===== config.mk =====
export PLATFORM = sky130hd
export DESIGN_NAME = i2c_iflag_ctrl
export DESIGN_NICKNAME = d
export VERILOG_FILES = /design/src/rtl/i2c_iflag_pkg.sv /design/src/rtl/i2c_sticky_bit.sv /design/src/rtl/i2c_evt_collect.sv /design/src/rtl/i2c_iflag_ctrl.sv
export SDC_FILE = /design/constraint.sdc
export NUM_CORES = 1
export LEC_CHECK = 0
export ABC_AREA = 1
export ABC_CLOCK_PERIOD_IN_PS = 1000
export BUFFER_PORTS_ARGS = -buffer_cell sky130_fd_sc_hd__buf_2
export CORE_AREA = 10 10 47 49
export CTS_CLUSTER_DIAMETER = 60
export DETAILED_ROUTE_END_ITERATION = 10
export DIE_AREA = 0 0 57 59
export GPL_TIMING_DRIVEN = 0
export PLACE_DENSITY = 0.45
export SLEW_MARGIN = 20
export SYNTH_ARGS = -nofsm -noshare
export SYNTH_HDL_FRONTEND = slang
export SYNTH_SLANG_ARGS = --single-unit

===== constraint.sdc =====
create_clock -name clk_i -period 1 [get_ports clk_i]
set_input_delay 0.1 -clock clk_i [delete_from_list [all_inputs] [get_ports clk_i]]
set_output_delay 0.1 -clock clk_i [all_outputs]
set_load 0.02 [all_outputs]

===== src/rtl/i2c_iflag_pkg.sv =====
package i2c_iflag_pkg;
  typedef enum logic {SEL_STATUS = 1'b0, SEL_FILTER = 1'b1} wr_sel_e;

  localparam int WR_W         = 3;
  localparam int TMO_W        = 3;
  localparam int ST_IF_BIT    = 1;
  localparam int ST_AL_BIT    = 2;
  localparam int FL_START_BIT = 0;
  localparam int FL_STOP_BIT  = 1;

  localparam int NUM_STICKY = 4;
  localparam int IDX_IF     = 0;
  localparam int IDX_AL     = 1;
  localparam int IDX_START  = 2;
  localparam int IDX_STOP   = 3;
endpackage


===== src/rtl/i2c_sticky_bit.sv =====
module i2c_sticky_bit (
  input  logic clk_i,
  input  logic rst_ni,
  input  logic set_i,
  input  logic clr_i,
  output logic q_o
);
  // set wins over clear
  always_ff @(posedge clk_i or negedge rst_ni) begin
    if (!rst_ni)     q_o <= 1'b0;
    else if (set_i)  q_o <= 1'b1;
    else if (clr_i)  q_o <= 1'b0;
  end
endmodule


===== src/rtl/i2c_evt_collect.sv =====
module i2c_evt_collect #(
  parameter int                TMO_W    = 3,
  parameter logic [TMO_W-1:0]  TMO_MASK = 3'b001
) (
  input  logic             fack_i,
  input  logic             data_done_i,
  input  logic             ack_done_i,
  input  logic             addr_match_i,
  input  logic             arb_lost_i,
  input  logic             smbus_en_i,
  input  logic [TMO_W-1:0] tmo_evt_i,
  input  logic             start_det_i,
  input  logic             stop_det_i,
  input  logic             ss_ie_i,
  input  logic             startf_q_i,
  input  logic             stopf_q_i,
  output logic             flag_set_o
);
  logic byte_evt, tmo_evt, bus_evt;

  always_comb begin
    byte_evt   = fack_i ? data_done_i : ack_done_i;
    tmo_evt    = smbus_en_i && |(tmo_evt_i & TMO_MASK);
    // pending detection flags keep re-raising the main flag
    bus_evt    = ss_ie_i && (start_det_i || stop_det_i || startf_q_i || stopf_q_i);
    flag_set_o = byte_evt || addr_match_i || arb_lost_i || tmo_evt || bus_evt;
  end
endmodule


===== src/rtl/i2c_iflag_ctrl.sv =====
module i2c_iflag_ctrl
  import i2c_iflag_pkg::*;
(
  input  logic             clk_i,
  input  logic             rst_ni,
  input  logic             fack_i,
  input  logic             data_done_i,
  input  logic             ack_done_i,
  input  logic             rx_nack_i,
  input  logic             addr_match_i,
  input  logic             arb_lost_i,
  input  logic             smbus_en_i,
  input  logic [TMO_W-1:0] tmo_evt_i,
  input  logic             start_det_i,
  input  logic             stop_det_i,
  input  logic             ss_ie_i,
  input  logic             irq_en_i,
  input  logic             wr_en_i,
  input  logic             wr_sel_i,
  input  logic [WR_W-1:0]  wr_data_i,
  output logic             iflag_o,
  output logic             arbl_o,
  output logic             rxak_o,
  output logic             startf_o,
  output logic             stopf_o,
  output logic             irq_o
);
  logic [NUM_STICKY-1:0] set_v, clr_v, q_v;
  logic flag_set, st_wr, fl_wr;

  i2c_evt_collect #(.TMO_W(TMO_W), .TMO_MASK(3'b001)) u_collect (
    .fack_i      (fack_i),
    .data_done_i (data_done_i),
    .ack_done_i  (ack_done_i),
    .addr_match_i(addr_match_i),
    .arb_lost_i  (arb_lost_i),
    .smbus_en_i  (smbus_en_i),
    .tmo_evt_i   (tmo_evt_i),
    .start_det_i (start_det_i),
    .stop_det_i  (stop_det_i),
    .ss_ie_i     (ss_ie_i),
    .startf_q_i  (q_v[IDX_START]),
    .stopf_q_i   (q_v[IDX_STOP]),
    .flag_set_o  (flag_set)
  );

  always_comb begin
    st_wr = wr_en_i && (wr_sel_i == SEL_STATUS);
    fl_wr = wr_en_i && (wr_sel_i == SEL_FILTER);
    set_v[IDX_IF]    = flag_set;
    set_v[IDX_AL]    = arb_lost_i;
    set_v[IDX_START] = start_det_i;
    set_v[IDX_STOP]  = stop_det_i;
    clr_v[IDX_IF]    = st_wr && wr_data_i[ST_IF_BIT];
    clr_v[IDX_AL]    = st_wr && wr_data_i[ST_AL_BIT];
    clr_v[IDX_START] = fl_wr && wr_data_i[FL_START_BIT];
    clr_v[IDX_STOP]  = fl_wr && wr_data_i[FL_STOP_BIT];
  end

  for (genvar g = 0; g < NUM_STICKY; g++) begin : g_sticky
    i2c_sticky_bit u_bit (
      .clk_i (clk_i),
      .rst_ni(rst_ni),
      .set_i (set_v[g]),
      .clr_i (clr_v[g]),
      .q_o   (q_v[g])
    );
  end

  always_ff @(posedge clk_i or negedge rst_ni) begin
    if (!rst_ni)         rxak_o <= 1'b0;
    else if (ack_done_i) rxak_o <= rx_nack_i;
  end

  assign iflag_o  = q_v[IDX_IF];
  assign arbl_o   = q_v[IDX_AL];
  assign startf_o = q_v[IDX_START];
  assign stopf_o  = q_v[IDX_STOP];
  assign irq_o    = iflag_o && irq_en_i;
endmodule


==> reports/results.txt, run 1 <==
top routing layer in use - met3
total vias in the final route - 292
master of the slowest instance on the critical path - sky130_fd_sc_hd__dfrtp_1
most frequent standard cell in the layout excluding fill and tap cells - sky130_fd_sc_hd__buf_2
data arrival time of the worst path - 0.86 ns
flop and latch count out of synthesis - 5
sum of internal, switching and leakage power - 0.556 mW
library cells used by synthesis - 7
floorplan core area - 1400 um^2
unrepaired setup endpoints after global routing - yes
Mapped Nets - 51
register area share after synthesis - 50.5%
area growth from synthesis to layout - 73.7%
clock network fraction of design power - 40.7%
highest ir drop seen on vdd - 0.455 mV
pin slew with the least headroom to its limit - 0.125 ns
Root Driver - sky130_fd_sc_hd__clkbuf_4
class of the most critical setup path - reg -> out
required time at the worst-slack endpoint - 0.90 ns
total routing usage reported by global routing - 5.20%
pins over their slew limit - 0
total power divided by cell area - 1290 nW/um^2
first-pass GRT wire length - 1370 um
detail-routed via count per cell - 3.89
standby leakage power - 0.230 nW
CTS H-Tree Depth - 1
count of yosys warnings during synthesis - 0
sum of negative setup slack - 0 ns
Chip Width - 57 um
fraction of power spent switching nets - 24.4%
routed wire length on met2 - 320 um
Worst-Skew Late Latency - 0.23 ns
combinational group share of total power - 19.6%
Sink Count - 5
worst hold-check slack - 0.0606 ns
worst clock skew - 0.000327 ns
cells after synthesis - 30
# setup viols final - 0
detailed-route wire length on metal 1 - 393 um
pin count of the biggest net entering global routing - 6
clock buffer depth - 2
CTS buffer count - 3
maximum fanout along the worst path - 3
path class of the lowest-slack min-delay path - in -> reg
summed instance area of the synthesized netlist - 248 um^2
total overflow reported by the global router - 0
setup slack at placement - 0.210 ns
total length of routed wires - 802 um
number of antenna cells inserted - 0
final hold viol count - 0
highest-count cells in the layout ignoring fill and taps - 23 x sky130_fd_sc_hd__buf_2, 9 x sky130_fd_sc_hd__nand2_1, 5 x sky130_fd_sc_hd__nand3_1, 5 x sky130_fd_sc_hd__dfrtp_1, 4 x sky130_fd_sc_hd__nor2_1
utilization after layout - 30.7%
Avg Cell Area, Syn - 8.26 um^2
DRT antenna net count - 0
number of antenna violations at the first check in global routing - 0
Final Wtd Congestion - 0.618
standard-cell rows - 14
detail-routed net length per standard cell - 10.7 um
origin of the worst setup path - g_sticky[0].u_bit.q_o$_DFFE_PN0P_
count of port buffers added during placement - 24
total die area - 3360 um^2
max frequency - 1050 MHz
crit path launch type - flop
I/O Pins - 27
crit path setup slack, layout - 0.0449 ns
final critical-path required period - 0.955 ns
max-cap violation count - 0
source of the worst register-to-register timing path - g_sticky[2].u_bit.q_o$_DFFE_PN0P_
worst slew margin relative to its limit - 91.7%
outcome - completed
First-pass DRT Iterations - 2
WL met3 - 88 um
iteration-0 DRC count of the detailed router - 4
register clock-pin slew on the reported worst setup and hold paths - 0.04 ns
number of buffers added for setup after CTS - 0
starting density of the core - 17.7%
highest cell delay on the worst timing path - 0.39 ns
die height - 59 um
launch point of the worst hold path - arb_lost_i
clock tree from TritonCTS - done
period utilization - 95.5%
total internal power - 0.421 mW
number of nets at the end of the flow - 81
fraction of layout cells with a size suffix above 1 - 49.2%
nature of the critical path endpoint - output port
switching power - 0.136 mW
number of global-route vias before repair - 337
ordered cell list for the critical path - nand2_1 -> inv_2 -> buf_6
sequential power share - 39.6%
number of design rule violations left after detail routing - 0
synthesized netlist by cell type:
cell type	count	share of area (%)
sky130_fd_sc_hd__inv_1	3	4.5
sky130_fd_sc_hd__a21o_1	3	9.1
sky130_fd_sc_hd__dfrtp_1	5	51
sky130_fd_sc_hd__nand3_1	5	10
sky130_fd_sc_hd__nand2_1	9	14
sky130_fd_sc_hd__mux2_4	1	6.1
sky130_fd_sc_hd__nor2_1	4	6.1
timing repair:
| item | in CTS | in global routing |
|---|---|---|
| endpoints found under the setup margin | 0 | 1 |
| resized for setup | 0 | 3 |
| hold buffers | 1 | 0 |
| endpoints found under the hold margin | 5 | 0 |
per-layer routing:
metal  track usage (%)  vias up
met5                 0        -
met1              5.97      121
met2              6.98       17
met3              4.72        0
met4              1.01        0
li1                  -      154
power groups by stage:
| stage | logic, mW | registers [mW] | clock network (mW) |
|---|---|---|---|
| global route | 0.123 | 0.221 | 0.257 |
| floorplan | 0.0303 | 0.236 | 0 |
| detailed placement | 0.105 | 0.223 | 0 |
| finish | 0.109 | 0.220 | 0.227 |
| global placement | 0.103 | 0.223 | 0 |
| CTS | 0.108 | 0.220 | 0.240 |
kinds of logic (layout without fill, tap and decap cells):
family | after synthesis | in the layout | share of synthesized area, %
flops | 5 | 5 | 50.5
simple gates | 18 | 18 | 29.8
compound gates | 3 | 3 | 9.09
buf+inv | 3 | 32 | 4.55
mux | 1 | 1 | 6.06
final cells by class:
cell class              count  area [um^2]
clock buffers               4         26.3
flip-flops and latches      5          125
inverters                   3         11.3
repair buffers             25          136
fillers                   168          971
multi-input cells          22          111
well taps                  16         20.0
worst max-delay path: cells and delay by family (launching register included):
family	cells	cell delay (ns)
AND/OR/NAND/NOR	1	0.08
buffers and inverters	2	0.15
flip-flops	1	0.39
final timing paths:
check,end,slack [ns],cells past startpoint
min in group asynchronous,rxak_o$_DFFE_PN0P_,0.22,2
setup reg to reg,g_sticky[0].u_bit.q_o$_DFFE_PN0P_,0.21,4
hold reg to reg,g_sticky[1].u_bit.q_o$_DFFE_PN0P_,0.48,1
setup / recovery,irq_o,0.04,3
hold / removal,g_sticky[1].u_bit.q_o$_DFFE_PN0P_,0.06,2
max in group asynchronous,g_sticky[0].u_bit.q_o$_DFFE_PN0P_,0.65,2
stage by stage:
stage	instance area [um^2]	std cells
after detailed placement	388	70
after floorplan	248	30
after global placement	388	70
after global routing	430	75
after CTS	424	75
final	430	75
registers in the layout, summed over array words and instances (netlist names):
signal,count
rxak_o,1
g_sticky.u_bit.q_o,4
Power figures use the tool's default switching activity.
==> run 2: changes to the inputs <==
- HOLD_SLACK_MARGIN: default -> 0.06
- RECOVER_POWER: default -> 25
==> reports/results.txt, run 2 (same netlist as run 1, synthesis figures left out) <==
worst slew margin relative to its limit - 80.4% (was 91.7%)
class of the most critical setup path - reg -> out (unchanged)
standard-cell rows - 14 (unchanged)
master of the slowest instance on the critical path - sky130_fd_sc_hd__dfrtp_1 (unchanged)
cell total after placement - 70 (unchanged)
crit path setup slack, layout - 0.0450 ns (was 0.0449 ns)
worst hold-check slack - 0.0921 ns (was 0.0606 ns)
maximum fanout along the worst path - 3 (unchanged)
First-pass DRT Iterations - 2 (unchanged)
Top delay family on crit path - flip-flops (unchanged)
CTS H-Tree Depth - 1 (unchanged)
detail-routed via count per cell - 3.88 (was 3.89)
Largest regs - g_sticky.u_bit.q_o x4, rxak_o x1 (unchanged)
fraction of layout cells with a size suffix above 1 - 45.2% (was 49.2%)
final hold viol count - 0 (unchanged)
floorplan core area - 1400 um^2 (unchanged)
outcome - completed (unchanged)
final critical-path required period - 0.955 ns (about the same)
Worst-Skew Late Latency - 0.23 ns (about the same)
dpl cell area - 388 um^2 (unchanged)
ordered cell list for the critical path - nand2_1 -> inv_2 -> buf_6 (unchanged)
highest-count cells in the layout ignoring fill and taps - 22 x sky130_fd_sc_hd__buf_2, 9 x sky130_fd_sc_hd__nand2_1, 5 x sky130_fd_sc_hd__nand3_1, 5 x sky130_fd_sc_hd__dfrtp_1 (was 23 x sky130_fd_sc_hd__buf_2, 9 x sky130_fd_sc_hd__nand2_1, 5 x sky130_fd_sc_hd__nand3_1, 5 x sky130_fd_sc_hd__dfrtp_1, 4 x sky130_fd_sc_hd__nor2_1)
worst clock skew - 0.000261 ns (was 0.000327 ns)
Root Driver - sky130_fd_sc_hd__clkbuf_4 (unchanged)
most frequent standard cell in the layout excluding fill and tap cells - sky130_fd_sc_hd__buf_2 (unchanged)
total power divided by cell area - 1230 nW/um^2 (was 1290 nW/um^2)
pins over their slew limit - 0 (unchanged)
detail-routed net length per standard cell - 10.6 um (was 10.7 um)
DRT antenna net count - 0 (unchanged)
number of global-route vias before repair - 352 (was 337)
sum of negative setup slack - 0 ns (unchanged)
path class of the lowest-slack min-delay path - in -> reg (unchanged)
total of fill cells in the finished design - 165 (was 168)
Buf+Inv Stages, Crit Path - 2 (unchanged)
total length of routed wires - 824 um (was 802 um)
clock tree from TritonCTS - done (unchanged)
standby leakage power - 0.240 nW (was 0.230 nW)
max-cap violation count - 0 (unchanged)
first-pass GRT wire length - 1430 um (was 1370 um)
setup slack at placement - 0.210 ns (unchanged)
non-filler instance count after layout - 78 (was 75)
Post-Layout Inst Area - 459 um^2 (was 430 um^2)
max frequency - 1050 MHz (about the same)
number of antenna violations at the first check in global routing - 0 (unchanged)
pin count of the biggest net entering global routing - 6 (unchanged)
number of antenna cells inserted - 0 (unchanged)
CTS buffer count - 3 (unchanged)
area of all sequential standard cells - 125 um^2 (unchanged)
die height - 59 um (unchanged)
total routing usage reported by global routing - 5.37% (was 5.20%)
highest ir drop seen on vdd - 0.458 mV (was 0.455 mV)
top register by number of flip-flops - g_sticky.u_bit.q_o (unchanged)
data arrival time of the worst path - 0.86 ns (about the same)
area growth from synthesis to layout - 85.4% (was 73.7%)
nature of the critical path endpoint - output port (unchanged)
required time at the worst-slack endpoint - 0.90 ns (about the same)
area of combinational cells with multiple inputs - 111 um^2 (unchanged)
I/O Pins - 27 (unchanged)
iteration-0 DRC count of the detailed router - 4 (unchanged)
total die area - 3360 um^2 (unchanged)
register clock-pin slew on the reported worst setup and hold paths - 0.04 ns (about the same)
pin slew with the least headroom to its limit - 0.293 ns (was 0.125 ns)
Chip Width - 57 um (unchanged)
clock buffer depth - 2 (unchanged)
number of nets at the end of the flow - 84 (was 81)
count of port buffers added during placement - 24 (unchanged)
unrepaired setup endpoints after global routing - yes (unchanged)
crit path launch type - flop (unchanged)
# setup viols final - 0 (unchanged)
period utilization - 95.5% (about the same)
number of flip-flops under the largest register name - 4 (unchanged)
starting density of the core - 17.7% (unchanged)
Sink Count - 5 (unchanged)
highest cell delay on the worst timing path - 0.39 ns (about the same)
total overflow reported by the global router - 0 (unchanged)
number of buffers added for setup after CTS - 0 (unchanged)
Final Wtd Congestion - 0.618 (unchanged)
total vias in the final route - 303 (was 292)
number of design rule violations left after detail routing - 0 (unchanged)
[run 2: cell count changes in the layout (fill, tap and decap cells not counted), sizes merged]
| cell | change |
|---|---|
| clkbuf | +1 |
| buf | -1 |
| dlygate4sd3 | +3 |
[run 2: path summary, 6_finish.rpt]
path                                              startpoint                                 to  slack, ns  cells after the start
setup / recovery           g_sticky[0].u_bit.q_o$_DFFE_PN0P_                              irq_o       0.04                      3
hold / removal                                       ss_ie_i  g_sticky[0].u_bit.q_o$_DFFE_PN0P_       0.09                      3
setup reg to reg           g_sticky[2].u_bit.q_o$_DFFE_PN0P_  g_sticky[0].u_bit.q_o$_DFFE_PN0P_       0.20                      4
hold reg to reg            g_sticky[1].u_bit.q_o$_DFFE_PN0P_  g_sticky[1].u_bit.q_o$_DFFE_PN0P_       0.48                      1
max in group asynchronous                             rst_ni  g_sticky[0].u_bit.q_o$_DFFE_PN0P_       0.51                      2
min in group asynchronous                             rst_ni                 rxak_o$_DFFE_PN0P_       0.26                      2
[run 2: power by group]
group	switching, mW	internal [mW]	total [mW]	leakage [nW]
logic	0.0542	0.0633	0.118	0.177
clock network	0.0760	0.150	0.226	0.0150
registers	0.00677	0.214	0.221	0.0489
[run 2: tightest hold or removal path, stage by stage]
cell,delay (ns)
sky130_fd_sc_hd__buf_2,0.08
sky130_fd_sc_hd__nand2_1,0.04
sky130_fd_sc_hd__nand3_1,0.07
[run 2: through the flow]
step	util [%]	power, mW
after global routing	32.8	0.610
after global placement	27.7	0.326
after CTS	32.4	0.577
after floorplan	-	0.266
final	32.8	0.565
after detailed placement	27.7	0.327
[run 2: layout make-up]
type	instances	area share [%]
clock buffers	4	5.72
inverters	3	2.45
multi-input cells	22	24.3
flip-flops and latches	5	27.2
well taps	16	4.36
repair buffers	28	36.0
[run 2: repair_timing]
action | CTS | global route
endpoints found under the setup margin | 0 | 2
hold endpoints to repair | 8 | 0
hold buffers | 4 | 0
gates resized for setup | 0 | 3
[run 2: per-layer routing]
| metal | share of wire, % | wire length (um) | GRT usage [%] |
|---|---|---|---|
| met1 | 48 | 393 | 5.87 |
| met2 | 40 | 330 | 7.60 |
| met3 | 12 | 100 | 4.94 |
| met4 | 0 | 0 | 1.01 |
| met5 | 0 | 0 | 0 |
